## src/rtl/spec_line_set.sv

```systemverilog
module spec_line_set #(
  parameter int TAG_W = 8
) (
  input  logic             clk,
  input  logic             rst_n,
  input  logic             in_region,
  input  logic             nack_mode,
  input  logic             commit,
  input  logic             abort,
  input  logic             req_valid,
  input  logic [2:0]       req_op,
  input  logic [TAG_W-1:0] req_tag,
  output logic             hit,
  output logic [1:0]       hit_way,
  output logic             miss,
  output logic [1:0]       victim_way,
  output logic             overflow,
  output logic             bypass,
  output logic             writeback,
  output logic             fault,
  output logic             conflict,
  output logic             snoop_nack,
  output logic             snoop_ack_hit
);
  localparam int WAYS = 4;
  localparam logic [2:0] OP_ST = 3'd1, OP_SLD = 3'd2, OP_SST = 3'd3,
                         OP_REL = 3'd4, OP_SNR = 3'd5, OP_SNI = 3'd6;

  logic [WAYS-1:0]  vld_q, drt_q, sr_q, sw_q, match, marked;
  logic [TAG_W-1:0] tag_q [WAYS];
  logic [2:0]       plru_q;
  logic [1:0]       hw, first_inv, first_unm, p1, p2;

  always_comb begin
    for (int w = 0; w < WAYS; w++) match[w] = vld_q[w] && (tag_q[w] == req_tag);
  end

  assign marked = sr_q | sw_q;

  wire is_acc     = req_valid && !req_op[2];
  wire is_spec    = req_op[1];
  wire is_snp     = req_valid && (req_op == OP_SNR || req_op == OP_SNI);
  wire is_rel     = req_valid && (req_op == OP_REL);
  wire hit_any    = |match;
  wire all_marked = &marked;

  always_comb begin
    hw = '0; first_inv = '0; first_unm = '0;
    for (int w = WAYS-1; w >= 0; w--) begin
      if (match[w])   hw = 2'(w);
      if (!vld_q[w])  first_inv = 2'(w);
      if (!marked[w]) first_unm = 2'(w);
    end
  end

  assign p1 = plru_q[0] ? {1'b1, plru_q[2]} : {1'b0, plru_q[1]};
  assign p2 = plru_q[0] ? {1'b0, plru_q[1]} : {1'b1, plru_q[2]};

  always_comb begin
    if (!(&vld_q))        victim_way = first_inv;
    else if (!marked[p1]) victim_way = p1;
    else if (!marked[p2]) victim_way = p2;
    else                  victim_way = first_unm;
  end

  wire alloc = miss && !all_marked;
  wire sconf = is_snp && |(match & ((req_op == OP_SNI) ? marked : sw_q));

  assign hit_way       = hw;
  assign hit           = is_acc && hit_any;
  assign miss          = is_acc && !hit_any;
  assign overflow      = miss && is_spec && all_marked;
  assign bypass        = miss && !is_spec && all_marked;
  assign fault         = hit && in_region && (req_op == OP_ST) && marked[hw];
  assign writeback     = (hit && (req_op == OP_SST) && !nack_mode && drt_q[hw] && !sw_q[hw])
                       || (alloc && vld_q[victim_way] && drt_q[victim_way]);
  assign conflict      = sconf && !nack_mode;
  assign snoop_nack    = sconf && nack_mode;
  assign snoop_ack_hit = is_snp && hit_any && !sconf;

  function automatic logic [2:0] touch(input logic [2:0] p, input logic [1:0] w);
    logic [2:0] t;
    t = p;
    t[0] = ~w[1];
    if (!w[1]) t[1] = ~w[0];
    else       t[2] = ~w[0];
    return t;
  endfunction

  always_ff @(posedge clk) begin
    if (!rst_n) begin
      vld_q <= '0; drt_q <= '0; sr_q <= '0; sw_q <= '0; plru_q <= '0;
      for (int w = 0; w < WAYS; w++) tag_q[w] <= '0;
    end else if (abort) begin
      vld_q <= vld_q & ~sw_q;
      sr_q  <= '0;
      sw_q  <= '0;
    end else if (commit) begin
      sr_q <= '0;
      sw_q <= '0;
    end else begin
      if (hit && !fault) begin
        plru_q <= touch(plru_q, hw);
        if (req_op[0])                          drt_q[hw] <= 1'b1;
        if (req_op == OP_SLD)                   sr_q[hw]  <= 1'b1;
        if (req_op == OP_SST && !nack_mode)     sw_q[hw]  <= 1'b1;
      end
      if (alloc) begin
        vld_q[victim_way] <= 1'b1;
        tag_q[victim_way] <= req_tag;
        drt_q[victim_way] <= req_op[0];
        sr_q[victim_way]  <= (req_op == OP_SLD);
        sw_q[victim_way]  <= (req_op == OP_SST) && !nack_mode;
        plru_q            <= touch(plru_q, victim_way);
      end
      if (is_rel && hit_any && !sw_q[hw]) sr_q[hw] <= 1'b0;
      if (is_snp && req_op == OP_SNI && hit_any && !sconf) begin
        vld_q[hw] <= 1'b0;
        drt_q[hw] <= 1'b0;
      end
    end
  end

  assert_victim_unmarked_R3: assert property (@(posedge clk) disable iff (!rst_n)
    (miss && !all_marked) |-> !marked[victim_way]);
  assert_overflow_no_fill_R4: assert property (@(posedge clk) disable iff (!rst_n)
    (overflow && !abort && !commit) |=> (vld_q == $past(vld_q)));
  assert_bypass_no_fill_R5: assert property (@(posedge clk) disable iff (!rst_n)
    (bypass && !abort && !commit) |=> (vld_q == $past(vld_q) && sr_q == $past(sr_q) && sw_q == $past(sw_q)));
  assert_fault_drops_store_R7: assert property (@(posedge clk) disable iff (!rst_n)
    (fault && !abort && !commit) |=> (drt_q == $past(drt_q)));
  assert_nack_keeps_line_R9: assert property (@(posedge clk) disable iff (!rst_n)
    (snoop_nack && !abort && !commit) |=> (vld_q == $past(vld_q)));
  assert_commit_clears_R10: assert property (@(posedge clk) disable iff (!rst_n)
    commit |=> (sr_q == '0 && sw_q == '0));
  assert_abort_drops_R11: assert property (@(posedge clk) disable iff (!rst_n)
    abort |=> ((vld_q & $past(sw_q)) == '0 && sr_q == '0 && sw_q == '0));
endmodule

```

## config.mk

```make
export PLATFORM = sky130hd
export DESIGN_NAME = spec_line_set
export DESIGN_NICKNAME = d
export VERILOG_FILES = /design/src/rtl/spec_line_set.sv
export SDC_FILE = /design/constraint.sdc
export NUM_CORES = 1
export LEC_CHECK = 0
export BUFFER_PORTS_ARGS = -buffer_cell sky130_fd_sc_hd__buf_2
export CORE_UTILIZATION = 45
export DETAILED_ROUTE_END_ITERATION = 10
export GPL_TIMING_DRIVEN = 0
export PLACE_DENSITY = 0.67
export RECOVER_POWER = 25
export SETUP_SLACK_MARGIN = 0.15
export SYNTH_ARGS = -nofsm -noshare
export SYNTH_HDL_FRONTEND = slang
export SYNTH_SLANG_ARGS = --single-unit
```

## constraint.sdc

```tcl
create_clock -name clk -period 4.1 [get_ports clk]
set_input_delay 0.205 -clock clk [delete_from_list [all_inputs] [get_ports clk]]
set_output_delay 0.205 -clock clk [all_outputs]
set_load 0.05 [all_outputs]
```

==> results of run 1 <==
## layout by cell type, fill, tap and decap left out, types with 3 or more instances in the layout
master / n
or2_2: 5
xor2_1: 7
a21oi_1: 14
or3_1: 3
buf_2: 24
a31oi_1: 10
a211oi_1: 4
nor2_1: 47
inv_1: 12
nand4_1: 5
dfxtp_1: 19
and3_1: 5
clkbuf_8: 5
mux2i_1: 4
o22ai_1: 8
o21ai_0: 9
nand2b_1: 3
nor4_1: 6
edfxtp_1: 32
clkbuf_1: 14
nand3_1: 13
and2_1: 3
buf_4: 3
xnor2_1: 25
nor2b_1: 6
nor3_1: 10
nand2_1: 40
## final cells by class
| cell class | count | area share, % |
|---|---|---|
| Clock buffer | 5 | 1.97 |
| Inverter | 12 | 1.29 |
| Multi-Input combinational cell | 274 | 47.9 |
| Timing Repair Buffer | 22 | 3.04 |
| Buffer | 22 | 3.15 |
| Clock inverter | 3 | 0.823 |
| Sequential cell | 51 | 38.4 |
| Tap cell | 96 | 3.44 |
## power by group through the flow
stage | combinational (mW) | clock, mW | sequential [mW]
after detailed placement | 0.106 | 0 | 0.578
after floorplan | 0.0754 | 0 | 0.576
after CTS | 0.106 | 0.320 | 0.566
final | 0.107 | 0.314 | 0.566
after global placement | 0.104 | 0 | 0.577
after global routing | 0.116 | 0.343 | 0.568
## per-layer routing
metal  GRT usage, %  routed length [um]  vias to the layer above  share of wire (%)
met5              0                   0                        -                  0
met4           6.21                 166                        0                1.8
met3           5.05                 736                       16                8.1
met2           37.5                4050                      157                 44
met1           37.7                4190                     1365                 46
li1               -                   -                     1357                  -
## metrics by stage
stage	instances	utilization, %	hold WS [ps]
after detailed placement	477	50.5	507
final	485	51.2	281
after CTS	485	51.9	258
after global placement	476	50.3	502
after global routing	485	51.2	280
after floorplan	359	-	387
## worst reg2reg max path, delay by kind of cell, from the launching register on
kind / cells / cell delay (ps)
AO/OA/AOI/OAI: 2 / 850
flip-flops: 1 / 500
AND/OR/NAND/NOR: 6 / 1550
buffers and inverters: 1 / 310
## path summary, 6_finish.rpt
check                      from                         to  slack (ps)  depth (start not counted)
max reg2reg  sw_q[3]$_SDFF_PP0_  tag_q[2][7]$_SDFFCE_PN0P_         550                          9
min reg2reg  sr_q[3]$_SDFF_PP0_         sr_q[3]$_SDFF_PP0_         530                          2
max          sw_q[3]$_SDFF_PP0_  tag_q[2][7]$_SDFFCE_PN0P_         550                          9
min                       abort      vld_q[1]$_SDFFE_PN0P_         280                          4
## cells by family after synthesis
| group | after synthesis | share of synthesized area (%) |
|---|---|---|
| AND/OR/NAND/NOR | 160 | 25.1 |
| multiplexers | 6 | 1.95 |
| buffers and inverters | 34 | 5.14 |
| AO/OA/AOI/OAI | 76 | 17.3 |
| XOR/XNOR | 32 | 8.73 |
| flip-flops | 51 | 41.8 |
## state kept, by name, summed over array words and instances, names as in the netlist
| register | flops |
|---|---|
| tag_q | 32 |
| drt_q | 4 |
| plru_q | 3 |
| sw_q | 4 |
| sr_q | 4 |
| vld_q | 4 |
==> run summary, run 1 <==
largest net degree at the start of global routing: 19
crit path time final: 3550 ps
Max-slew headroom: -0.311%
cell area after layout: 3500 um2
post_cts resized: 0
CTS Buf Count: 5
final setup vio count: 0
I/O pin count: 31
Syn Inst Count: 359
Worst Hold Class: in -> reg
CTS H-tree depth: 2
final hold vios: 0
vias in the first global route: 2523
CP max stage delay: 560 ps
CTS tree: done
Synth Cell Area: 3210 um2
max_cap viols: 1
final worst clock skew: 8.05 ps
CTS max path bufs: 2
Yosys reg bits: 51
post-DP HPWL: 6.83 mm
Layout area overhead: 8.84%
worst path required time: 4070 ps
most common library cells after synthesis: nor2_1 (46), nand2_1 (40), edfxtp_1 (32), xnor2_1 (25), dfxtp_1 (19)
Post-Place Setup Slack: 916 ps
Antenna Nets Post-Route: 0
sequential power share: 57.4%
area of the die: 7480 um2
cts hold-fix bufs: 0
post-synth top area share: 29.9%
Clock Tree Root: clkbuf_8
worst path cell trace: nor2_2 > a211o_1 > and4b_1 > o41a_1 > nand2b_1 > clkbuf_1 > nor2_1 > nand2_1 > nand2_1
f_max: 0.282 GHz
asr flop ratio synth: 0%
Mapped Avg Cell Area: 8.95 um2
switching fraction of total power: 26.6%
GRT overflow: 0
core area: 6830 um2
Detailed Routing Iterations Pass 1: 5
worst setup margin: 550 ps
First DRT Iteration DRCs: 276
Crit. End Element: flop
area leader, netlist: edfxtp_1
layout cells sized above 1: 14.4%
DRT Wirelength: 9.14 mm
cell area power density: 282 nW/um2
Sink Count: 51
RSZ-0062 raised after global routing: false
Reg clk slew, reported paths: 100 ps
RePlAce Congestion: 0.914
post-DR wirelength/cell: 18.8 um
Syn Nets: 377
Layout fillers: 680
ys flop type: edfxtp_1
Crit Path Category: reg -> reg
FF/Latch Area: 1340 um2
worst-skew pair later-pin latency: 310 ps
gr usage total: 25.3%
worst path buffer plus inverter count: 1
outcome: finished, violations left
Combinational Power Share: 10.8%
crit share post-route: 86.6%
Power Internal: 724 uW
Netlist cell types: 69
EDFF count, synth: 32
sequential area share after synthesis: 41.8%
CP Max Fanout: 9
slowest CP cell: nor2_1
top cells by area, synth: edfxtp_1 (30%), dfxtp_1 (12%), xnor2_1 (6.8%)
initial antenna violation count: 0
Sw Pwr: 262 uW
Top delay family on crit path: simple AND/OR/NAND/NOR gates
arrival time worst endpoint: 3520 ps
maximum vdd ir drop: 0.208 mV
vias per cell: 5.97
global-route wire length before repair: 14.1 mm
CP most frequent cell: nand2_1
failing checks: max-capacitance violations, max-slew violations
Setup TNS: 0 ps
Clk pwr share: 31.8%
multi-input gate area in the final layout: 1680 um2
total setup buffers inserted after CTS: 0
die span in x: 86.5 um
# rows: 30
drt drc: 0
Tot Pwr: 986 uW
Initial Util: 47.0%
Antenna diodes: 0
Die Ht: 86.5 um
leakage power: 1.23 nW
final net count: 406
crit path launch type: flop
PortBufs: 21
most common cell in the synthesized netlist: nor2_1
final slew viol count: 1
Worst Tran Pin Value: 1470 ps
via count: 2895
dpl cell area: 3450 um2
Yosys Warn Count: 0
Power figures use the tool's default switching activity.
==> run 2, diff against run 1 <==
CORE_UTILIZATION = 55   (was 45)
CTS_BUF_LIST = sky130_fd_sc_hd__clkbuf_8   (was default)
PLACE_DENSITY = 0.79   (was 0.67)
==> run summary, run 2 (same netlist as run 1, synthesis figures left out) <==
worst path cell trace: xor2_1 > nor4_1 > and3_1 > clkbuf_1 > a2111oi_0 > nor3b_1 > buf_2 (was nor2_2 > a211o_1 > and4b_1 > o41a_1 > nand2b_1 > clkbuf_1 > nor2_1 > nand2_1 > nand2_1)
Sink Count: 51 (unchanged)
worst setup margin: 445 ps (was 550 ps)
CP Max Fanout: 6 (was 9)
arrival time worst endpoint: 3450 ps (was 3520 ps)
Setup TNS: 0 ps (unchanged)
most frequent cells in the layout: nor2_1 (46), nand2_1 (40), edfxtp_1 (32) (was nor2_1 (47), nand2_1 (40), edfxtp_1 (32))
GRT overflow: 0 (unchanged)
Tot Pwr: 962 uW (was 986 uW)
die span in x: 78.4 um (was 86.5 um)
PortBufs: 21 (unchanged)
worst path buffer plus inverter count: 2 (was 1)
Top delay family on crit path: compound AO/OA/AOI/OAI gates (was simple AND/OR/NAND/NOR gates)
Max-slew headroom: -20.9% (was -0.311%)
slowest CP cell: a2111oi_0 (was nor2_1)
Worst Hold Class: in -> reg (unchanged)
Reg clk slew, reported paths: 100 ps (about the same)
core area: 5570 um2 (was 6830 um2)
CTS max path bufs: 2 (unchanged)
final net count: 406 (unchanged)
cts hold-fix bufs: 0 (unchanged)
maximum vdd ir drop: 0.258 mV (was 0.208 mV)
worst-skew pair later-pin latency: 300 ps (was 310 ps)
RePlAce Congestion: 1.03 (was 0.914)
drt drc: 0 (unchanged)
global-route wire length before repair: 14.0 mm (was 14.1 mm)
I/O pin count: 31 (unchanged)
vias per cell: 6.42 (was 5.97)
Antenna diodes: 0 (unchanged)
gr usage total: 30.4% (was 25.3%)
total setup buffers inserted after CTS: 0 (unchanged)
worst path required time: 3890 ps (was 4070 ps)
final worst clock skew: 7.80 ps (was 8.05 ps)
RSZ-0062 raised after global routing: false (unchanged)
final slew viol count: 7 (was 1)
Post-Place Setup Slack: 577 ps (was 916 ps)
Antenna Nets Post-Route: 0 (unchanged)
cell area power density: 279 nW/um2 (was 282 nW/um2)
f_max: 0.274 GHz (was 0.282 GHz)
Post-Place Cells: 453 (was 477)
post-DR wirelength/cell: 19.9 um (was 18.8 um)
crit path launch type: flop (unchanged)
max_cap viols: 1 (unchanged)
# rows: 27 (was 30)
Crit. End Element: primary output (was flop)
leakage power: 1.21 nW (was 1.23 nW)
CTS tree: done (unchanged)
failing checks: max-capacitance violations, max-slew violations (unchanged)
final hold vios: 0 (unchanged)
largest net degree at the start of global routing: 16 (was 19)
CTS Buf Count: 5 (unchanged)
via count: 2955 (was 2895)
Clock Tree Root: clkbuf_8 (unchanged)
crit path time final: 3660 ps (was 3550 ps)
Largest register FFs: 32 (unchanged)
Initial Util: 57.6% (was 47.0%)
layout cells sized above 1: 13.4% (was 14.4%)
post_cts resized: 0 (unchanged)
DRT Wirelength: 9.15 mm (was 9.14 mm)
crit share post-route: 89.2% (was 86.6%)
most common cell after layout, fill and taps aside: nor2_1 (unchanged)
Die Ht: 78.4 um (was 86.5 um)
Layout area overhead: 7.48% (was 8.84%)
CP max stage delay: 1480 ps (was 560 ps)
outcome: finished, violations left (unchanged)
initial antenna violation count: 0 (unchanged)
vias in the first global route: 2665 (was 2523)
CTS H-tree depth: 2 (unchanged)
final setup vio count: 0 (unchanged)
Final Non-Filler Cells: 460 (was 485)
First DRT Iteration DRCs: 384 (was 276)
area of the die: 6150 um2 (was 7480 um2)
Worst Tran Pin Value: 1770 ps (was 1470 ps)
Top reg by flops: tag_q (unchanged)
Detailed Routing Iterations Pass 1: 5 (unchanged)
Crit Path Category: reg -> out (was reg -> reg)
post-DP HPWL: 6.87 mm (was 6.83 mm)
## run 2: path summary, 6_finish.rpt
| kind | startpoint | end | slack (ps) | depth (start not counted) |
|---|---|---|---|---|
| setup / recovery | tag_q[0][5]$_SDFFCE_PN0P_ | snoop_ack_hit | 440 | 7 |
| hold / removal | rst_n | sw_q[3]$_SDFF_PP0_ | 260 | 3 |
| setup reg to reg | tag_q[0][5]$_SDFFCE_PN0P_ | drt_q[3]$_SDFFE_PN0P_ | 460 | 9 |
| hold reg to reg | drt_q[2]$_SDFFE_PN0P_ | drt_q[2]$_SDFFE_PN0P_ | 500 | 2 |
## run 2: metrics by stage
| step | utilization (%) | area (um2) | hold slack (ps) |
|---|---|---|---|
| after floorplan | - | 3210 | 387 |
| after global placement | 61.1 | 3410 | 479 |
| after detailed placement | 61.2 | 3410 | 482 |
| after CTS | 62.7 | 3490 | 250 |
| after global routing | 61.9 | 3450 | 268 |
| final | 61.9 | 3450 | 263 |
## run 2: worst min-delay path, stage by stage
cell and delay [ps]:
buf_2 130, nand2_1 120, a21oi_1 60
## run 2: final cells by class
| cell class | count | area [um2] |
|---|---|---|
| fillers | 515 | 2120 |
| multi-input cells | 274 | 1680 |
| flip-flops and latches | 51 | 1340 |
| plain buffers | 22 | 116 |
| repair buffers | 22 | 101 |
| well taps | 72 | 90.1 |
| clock buffers | 5 | 68.8 |
| inverters | 12 | 45.0 |
| clock inverters | 2 | 12.5 |
## run 2: where the power goes
group	leakage (nW)	total, mW	internal, mW	switching, mW
combinational	0.695	0.108	0.0383	0.0700
clock	0.0420	0.287	0.118	0.170
sequential	0.476	0.566	0.559	0.00760
## run 2: layer usage
layer  wire length [um]  global-route usage [%]
met5                  0                       0
met1               3880                    44.0
met4                118                    7.22
met2               4130                    47.1
met3               1020                    5.58
